[config.mk]
export PLATFORM = sky130hd
export DESIGN_NAME = led_drv_core
export DESIGN_NICKNAME = d
export VERILOG_FILES = /design/src/rtl/led_drv_pkg.sv /design/src/rtl/pin_sync.sv /design/src/rtl/shift_chain.sv /design/src/rtl/led_out_stage.sv /design/src/rtl/led_drv_core.sv
export SDC_FILE = /design/constraint.sdc
export NUM_CORES = 2
export LEC_CHECK = 0
export BUFFER_PORTS_ARGS = -buffer_cell sky130_fd_sc_hd__buf_2
export CORE_MARGIN = 2
export CORE_UTILIZATION = 50
export DETAILED_ROUTE_END_ITERATION = 6
export PLACE_DENSITY = 0.76
export RECOVER_POWER = 25
export SETUP_SLACK_MARGIN = 0.15
export SLEW_MARGIN = 20
export SYNTH_ARGS = -nofsm -noshare
export SYNTH_HDL_FRONTEND = slang
export SYNTH_SLANG_ARGS = --single-unit
[constraint.sdc]
create_clock -name clk -period 10.7 [get_ports clk]
set_clock_uncertainty 0.05 [all_clocks]
set_input_delay 2.14 -clock clk [delete_from_list [all_inputs] [get_ports clk]]
set_output_delay 2.14 -clock clk [all_outputs]
set_load 0.02 [all_outputs]
[src/rtl/led_drv_pkg.sv]
// Package: shared dimensions of the dual-bank LED driver core.
// Assumes: every block of the core takes its defaults from here.
package led_drv_pkg;
    localparam int NUM_COL  = 8;               // matrix columns
    localparam int NUM_CLR  = 3;               // colour channels per column
    localparam int NUM_CH   = NUM_COL * NUM_CLR;
    localparam int GRAY_W   = 8;               // grayscale bits per channel
    localparam int CORR_W   = 6;               // correction bits per channel
    localparam int SYNC_LEN = 2;               // synchronizer stages
endpackage

[src/rtl/pin_sync.sv]
// Module: multi-bit synchronizer for asynchronous pins.
// Assumes: every bit is an independent level; bits that change together
// reach the output on the same cycle because all stages share one clock.
module pin_sync #(
    parameter int          W      = 1,
    parameter int          STAGES = 2,
    parameter logic [W-1:0] RST_V = '0
) (
    input  logic         clk,
    input  logic         rst_n,
    input  logic [W-1:0] d,
    output logic [W-1:0] q
);
    logic [W-1:0] stg [STAGES];

    // Purpose: move pin levels through the synchronizer stages.
    always_ff @(posedge clk) begin
        if (!rst_n) begin
            for (int i = 0; i < STAGES; i++) stg[i] <= RST_V;
        end else begin
            stg[0] <= d;
            for (int i = 1; i < STAGES; i++) stg[i] <= stg[i-1];
        end
    end

    assign q = stg[STAGES-1];
endmodule

[src/rtl/shift_chain.sv]
// Module: one serial shift chain; shifts up with the new bit entering at bit 0.
// Assumes: clr has priority over shift; the parent picks which chain shifts.
module shift_chain #(
    parameter int WIDTH = 8
) (
    input  logic             clk,
    input  logic             rst_n,
    input  logic             clr,
    input  logic             shift,
    input  logic             din,
    output logic [WIDTH-1:0] chain
);
    // Purpose: clear, or shift one bit in from the bottom.
    always_ff @(posedge clk) begin
        if (!rst_n)     chain <= '0;
        else if (clr)   chain <= '0;
        else if (shift) chain <= {chain[WIDTH-2:0], din};
    end
endmodule

[src/rtl/led_out_stage.sv]
// Module: latched grayscale registers plus per-channel correction weighting.
// Assumes: gray and correction vectors are packed channel 0 at the bottom;
// oe_n is an asynchronous pin that gates the levels combinationally.
module led_out_stage #(
    parameter int NUM_CH = 24,
    parameter int GRAY_W = 8,
    parameter int CORR_W = 6
) (
    input  logic                     clk,
    input  logic                     rst_n,
    input  logic                     clr,
    input  logic                     load,
    input  logic [NUM_CH*GRAY_W-1:0] gray_in,
    input  logic [NUM_CH*CORR_W-1:0] corr_in,
    input  logic                     oe_n,
    output logic [NUM_CH*GRAY_W-1:0] latched,
    output logic [NUM_CH*GRAY_W-1:0] level
);
    localparam int PW = GRAY_W + CORR_W + 1;

    // Purpose: hold the grayscale snapshot taken on each latch event.
    always_ff @(posedge clk) begin
        if (!rst_n)    latched <= '0;
        else if (clr)  latched <= '0;
        else if (load) latched <= gray_in;
    end

    for (genvar n = 0; n < NUM_CH; n++) begin : g_ch
        logic [GRAY_W-1:0] gray;
        logic [CORR_W-1:0] corr;
        logic [PW-1:0]     prod;

        assign gray = latched[n*GRAY_W +: GRAY_W];
        assign corr = corr_in[n*CORR_W +: CORR_W];

        // Purpose: weight gray by (corr+1)/2^CORR_W and blank on disable.
        always_comb begin
            prod = {{(PW-GRAY_W){1'b0}}, gray} *
                   ({{(PW-CORR_W){1'b0}}, corr} + PW'(1));
            level[n*GRAY_W +: GRAY_W] = oe_n ? '0 : prod[CORR_W +: GRAY_W];
        end
    end
endmodule

[src/rtl/led_drv_core.sv]
// Module: top of the dual-bank serial LED driver core.
// Assumes: serial-side pins are asynchronous to clk and slow enough that
// each level is held for more than three clk cycles.
module led_drv_core
    import led_drv_pkg::*;
#(
    parameter int NUM_CH = led_drv_pkg::NUM_CH,
    parameter int GRAY_W = led_drv_pkg::GRAY_W,
    parameter int CORR_W = led_drv_pkg::CORR_W
) (
    input  logic                     clk,
    input  logic                     rst_n,
    input  logic                     ser_in,
    input  logic                     dclk,
    input  logic                     chip_rst_n,
    input  logic                     latch_n,
    input  logic                     bank_sel,
    input  logic                     out_en_n,
    output logic                     ser_out,
    output logic [NUM_CH*GRAY_W-1:0] level
);
    localparam int B0W = NUM_CH * CORR_W;
    localparam int B1W = NUM_CH * GRAY_W;

    logic [4:0]     pins_s;
    logic           dclk_s, prst_s, latch_s, sin_s, bsel_s;
    logic           dclk_q, latch_q;
    logic           dclk_rise, latch_fall, clr;
    logic [B0W-1:0] bank0_q;
    logic [B1W-1:0] bank1_q;
    logic [B1W-1:0] latched_w;

    // Reset values: dclk low, pin reset asserted, latch idle high.
    pin_sync #(.W(5), .STAGES(SYNC_LEN), .RST_V(5'b00100)) u_sync (
        .clk   (clk),
        .rst_n (rst_n),
        .d     ({bank_sel, ser_in, latch_n, chip_rst_n, dclk}),
        .q     (pins_s)
    );
    assign {bsel_s, sin_s, latch_s, prst_s, dclk_s} = pins_s;

    // Purpose: remember last synchronized levels for edge detection.
    always_ff @(posedge clk) begin
        if (!rst_n) begin
            dclk_q  <= 1'b0;
            latch_q <= 1'b1;
        end else begin
            dclk_q  <= dclk_s;
            latch_q <= latch_s;
        end
    end

    assign dclk_rise  = dclk_s & ~dclk_q;
    assign latch_fall = ~latch_s & latch_q;
    assign clr        = ~prst_s;

    shift_chain #(.WIDTH(B0W)) u_bank0 (
        .clk   (clk),
        .rst_n (rst_n),
        .clr   (clr),
        .shift (dclk_rise & ~bsel_s),
        .din   (sin_s),
        .chain (bank0_q)
    );

    shift_chain #(.WIDTH(B1W)) u_bank1 (
        .clk   (clk),
        .rst_n (rst_n),
        .clr   (clr),
        .shift (dclk_rise & bsel_s),
        .din   (sin_s),
        .chain (bank1_q)
    );

    // Purpose: drive the outgoing top bit of the selected chain.
    always_ff @(posedge clk) begin
        if (!rst_n)         ser_out <= 1'b0;
        else if (clr)       ser_out <= 1'b0;
        else if (dclk_rise) ser_out <= bsel_s ? bank1_q[B1W-1] : bank0_q[B0W-1];
    end

    led_out_stage #(.NUM_CH(NUM_CH), .GRAY_W(GRAY_W), .CORR_W(CORR_W)) u_out (
        .clk     (clk),
        .rst_n   (rst_n),
        .clr     (clr),
        .load    (latch_fall),
        .gray_in (bank1_q),
        .corr_in (bank0_q),
        .oe_n    (out_en_n),
        .latched (latched_w),
        .level   (level)
    );
endmodule

Word level (Yosys, flattened, before mapping)
Memories as Yosys holds them, arrays and structs flattened. Cells that the tools add are included.

Add/sub/neg operators: 24. Multiply operators: 24. Divide/modulo/power cells: 0. $lt $le $gt $ge: 0. Equal/unequal tests: 0. Shift operators: 0. Multiplexer cells: 29. Bitwise operators: 9. Reduce and logical (&&, ||, !) cells: 1.

Operators with widths (count): $mul A8 B15 Y14 (24); $mux W8 (24); $add A6 B1 Y7 const B (24); $mux W5 (2); $and A1 B1 Y1 (4); $mux W1 (3); $not A1 Y1 (3); $or A1 B1 Y1 (2); $reduce_and A2 Y1 (1).

Flip-flop bits (word level): 531. Latch bits: 0. RAM bits: 10. Bits in read-only memories: 0. Output and inout bits: 193. Memories kept: 1.

Memories: u_sync.stg (depth 2, width 5, read ports 2, clocked after Yosys merged registers in 0, wr ports 2, line pin_sync.sv:14) `logic [W-1:0] stg [STAGES];`.

Longest topological paths before layout
Word-level depth: 3. Depth in mapped cells: 20. Gate-level depth less buffers: 19.

Modules after synthesis
Synthesis repeated with hierarchy kept, for this count alone.

Cells, all modules: 6399. Area, all modules: 59991.3 um^2.

By module, submodules not included: led_out_stage (instances 1, cells each 5276, area each 47426.7 um^2, seq. area each 3843.7 um^2); shift_chain at u_bank1 (instances 1, cells each 620, area each 6999.2 um^2, seq. area each 3843.7 um^2); shift_chain at u_bank0 (instances 1, cells each 465, area each 5124.9 um^2, seq. area each 2882.8 um^2); pin_sync (instances 1, cells each 25, area each 300.3 um^2, seq. area each 200.2 um^2); led_drv_core (instances 1, cells each 13, area each 140.1 um^2, seq. area each 60.1 um^2).

Worst setup path after synthesis
OpenSTA, ideal clock, no wires.

Path kind: reg2out. From: register u_bank0.chain[54]. To: output port level[79]. Arrival: 5191 ps. Slack: 3319 ps. Stages on the path, launching flop included: 20. Path through: dfxtp_1 -> clkbuf_1 -> nand3_1 -> xor2_1 -> nor2b_1 -> fa_1 -> inv_1 -> fa_1 -> inv_1 -> fa_1 -> inv_1 -> fa_1 -> inv_1 -> ha_1 -> nand3_1 -> o22ai_1 -> nor3_1 -> nor3_1 -> o31a_1 -> nor3_1.

Word-level cells in the longest chain between the ends: 3.

Ends and longest elaborated chain: start, declared (line shift_chain.sv:11) `output logic [WIDTH-1:0] chain`; start signal, assigned (line shift_chain.sv:17) `else if (shift) chain <= {chain[WIDTH-2:0], din};`; $add A6 B1 Y7 (line led_out_stage.sv:39) `({{(PW-CORR_W){1'b0}}, corr} + PW'(1));`; $mul A8 B15 Y14 (line led_out_stage.sv:38) `prod = {{(PW-GRAY_W){1'b0}}, gray} *`; $mux W8 (line led_out_stage.sv:40) `level[n*GRAY_W +: GRAY_W] = oe_n ? '0 : prod[CORR_W +: GRAY_W];`; end, declared (line led_drv_core.sv:20) `output logic [NUM_CH*GRAY_W-1:0] level`.

No other way between the ends.

Final worst setup path
Same ends and word-level chain as after synthesis.

==> results.yml <==
route:
  vias_per_cell: 5.320
  wl_um: 129100
  drtIter0Drc: 2657
  dr.pass1.iters: 6
  ant_nets: 0
  vias: 46770
  wire_per_inst_um: 14.68
  drc_errors: 0
placement:
  place_congestion: 0.8654
  io_buffers: 200
  post-dp-hpwl_um: 98610
logic_synthesis:
  postSynthAreaPerCell_um2: 8.472
  synthMuxAreaShare_pct: 0.7700
  async_flop_share_pct: 0
  synth.top_cells.by_area: "fa_1 (22%), dfxtp_1 (18%), ha_1 (15%)"
  synthCells: 7096
  ys_seq_area_share_pct: 18.01
  synth_top_family_by_area: "adder cells"
  synth_area_um2: 60120
  synthSimpleGateAreaFrac_pct: 25.64
  ys_types: 64
  synth_fa_ha_area_share_pct: 36.56
  ys.flop_type: "dfxtp_1"
  ys_seq_elements: 541
  synth_compound_area_share_pct: 9.690
  yosysWarnings: 0
  yosys.area.top_type: "fa_1"
  synth_top_cell_area_share_pct: 21.58
  synthXorXnorAreaFrac_pct: 3.875
  synth_nets: 8472
  synth_edf_count: 0
worst_setup_path:
  max_stage_delay_ns: 0.61
  crit_family: "adder cells"
  critPathKind: "reg2out"
  cpMostUsedCell: "fa_1"
  cp-start-kind: "flop"
  reg2reg_depth: 3
  cp.depth: 19
  crit_start: "u_bank0.chain[54]"
  worstPathMaxFanout: 13
  cp.buffers_inverters: 4
  slowest_stage: "dfxtp_1"
  critPathArrivalTime_ns: 6.12
  cp-end-kind: "primary output"
  crit_required_ns: 8.51
  worstReg2RegStart: "u_sync.stg[0][6]"
  crit_chain: "ha_1 > nand3_1 > xor2_1 > nand2b_1 > fa_1 > fa_1 > inv_1 > fa_1 > inv_1 > fa_1 > inv_1 > ha_1 > nand3_1 > o22ai_1 > nor3_1 > nor3_1 > o31a_1 > nor3_1 > buf_2"
pwr:
  seqPwrFrac_pct: 48.9
  vdd_drop_max_mv: 0.1003
  p_int_mw: 3.237
  power.leakage_nw: 30.34
  power_frac_comb_pct: 2.1
  switchingPower_uw: 890.5
  clockPowerShare_pct: 49.0
  swShare_pct: 21.58
  p_per_area_nw_per_um2: 64.11
clock_network:
  cts_htree_levels: 2
  clk_latency_ns: 0.60
  cts.sinks: 541
  cts_buffers: 54
  cts_tree: "yes"
  cts_setup_buffers: 0
  cts_buffer_depth: 3
  root_buffer: "clkbuf_16"
  postCtsResizedCells: 0
  ctsHoldBuffers: 0
  path_clk_slew_ns: 0.06
layout:
  nets: 8511
  syn2layout_area_growth_pct: 7.072
  insertedDiodeCount: 0
  drive_above_1_share_pct: 5.334
floorplan:
  initial_utilization_pct: 50.24
  die_x_um: 350.8
  die_y_um: 350.8
  core_um2: 119700
  rows: 127
  dieArea_um2: 123000
  ios: 201
hold_path:
  min_path_type: "reg2reg"
  min_from: "u_sync.stg[0][2]"
  holdPathStages: 1
sta:
  period_share_pct: 77.64
  tns_ns: 0
  hold_slack_ns: 0.3631
  rsz0062_at_grt: "false"
  finalHoldViolations: 0
  fmax_ghz: 0.1204
  setup_viol_count_final: 0
  fin_crit_ns: 8.307
  tightest_slew_ns: 4.329
  slew_headroom_pct: -188.6
  maxSlewViolCount: 534
global_routing:
  met3_usage_pct: 2.189
  overflow: 0
  track_usage_pct: 21.32
  grt_pass1_vias: 47520
  grt_use_met1_pct: 28.38
  use_met2_pct: 37.44
  grt_antenna_before_repair: 1
  grt_pass1_wl_um: 224200
  grt_max_degree: 224
  top_usage_layer: "met2"
outcome:
  outcome: "complete, but fails checks"
  failed_checks: "max-capacitance violations, max-slew violations"
flow_run:
  max_cap_viol_count: 3
logic make-up (layout without fill, tap and decap cells):
kind of cell               count (synthesis)  in the layout
buffers and inverters                    871            955
adders and majority gates               1368           1368
and+or+nand+nor                         3036           3036
AOI/OAI and AO/OA                        971            971
xor gates and xnor gates                 266            266
DFF                                      541            541
muxes                                     43             43
metrics by stage:
| step | total power [mW] | cells | utilization, % | area (um^2) | setup WS [ns] |
|---|---|---|---|---|---|
| 6_report | 4.127 | 8792 | 53.80 | 64370 | 2.393 |
| 4_1_cts | 4.169 | 8791 | 53.81 | 64390 | 2.363 |
| 5_1_grt | 4.256 | 8792 | 53.80 | 64370 | 1.941 |
| 3_5_place_dp | 2.148 | 8690 | 52.20 | 62460 | 3.055 |
| 2_1_floorplan | 2.120 | 7096 | - | 60120 | 3.319 |
| 3_3_place_gp | 2.148 | 8690 | 52.20 | 62460 | 3.045 |
synth_stat cells (all sizes together) (4+ instances only):
library cell / count
nor4: 4
or3: 11
ha: 720
o21ai: 64
a21o: 57
nor3: 63
xor2: 129
a221oi: 6
nand2: 1204
inv: 635
clkbuf: 219
nand3: 113
mux2: 26
dfxtp: 541
a21oi: 643
and4b: 22
buf: 17
nand4: 9
and3: 82
xnor2: 137
nand4b: 8
a221o: 13
o211a: 4
nand2b: 176
and2: 492
o31ai: 8
nor2: 211
o21bai: 17
a31oi: 14
o311ai: 16
a211oi: 57
mux2i: 17
o21a: 50
a311oi: 4
nor3b: 28
nor2b: 602
fa: 648
and4: 7
worst paths after layout:
check,to,slack [ns]
worst max-delay path,level[79],2.39
worst min-delay path,u_sync.stg[0][7],0.36
worst max register to register,u_bank1.chain[168],4.19
worst min register to register,u_sync.stg[0][7],0.36
final cells by class:
cell class                 count  area [um^2]
fill                       10870        55280
sequential                   541        10830
clock inverter                24        322.8
tap                         1612         2017
inverter                     635         2384
clock buffer                  77         1602
multi-input combinational   5684        46050
timing repair buffer         219         1162
state kept, by name (all words and copies together) (netlist names):
register	flops
dclk_q	1
latch_q	1
ser_out	1
u_bank0.chain	144
u_bank1.chain	192
u_out.latched	192
u_sync.stg	10
metal layers:
| layer | wire [um] | part of all wire, % |
|---|---|---|
| met3 | 5241 | 4.1 |
| met1 | 58850 | 46 |
| met2 | 62700 | 49 |
| met4 | 2279 | 1.8 |
| met5 | 0 | 0 |
power by group through the flow:
stage	combinational (mW)	sequential (mW)	clock [mW]
3_5_place_dp	0.0867	2.06	0
6_report	0.0864	2.02	2.02
5_1_grt	0.0941	2.02	2.15
4_1_cts	0.0869	2.02	2.07
3_3_place_gp	0.0864	2.06	0
2_1_floorplan	0.0588	2.06	0
placed cells by master (no fill, tap or decap), types with 19 or more instances in the layout:
cell       netlist  final
dfxtp_1        541    541
mux2_2          24     24
o21a_1          50     50
nand2_1       1204   1203
nor3b_1         28     28
nor3_1          63     63
a21o_1          57     57
a21oi_1        643    643
nor2_1         210    210
o21ai_1         31     31
a211oi_1        38     38
a211oi_2        19     19
xor2_1         129    129
xnor2_1        137    137
and2_1         491    486
nor2b_1        602    600
and4b_1         22     22
buf_2            2    197
nand2b_1       176    174
ha_1           720    720
fa_1           648    648
inv_1          635    634
and3_1          82     82
o21ai_0         33     33
nand3_1        113    113
clkbuf_16        0     57
Power figures use the tool's default switching activity.
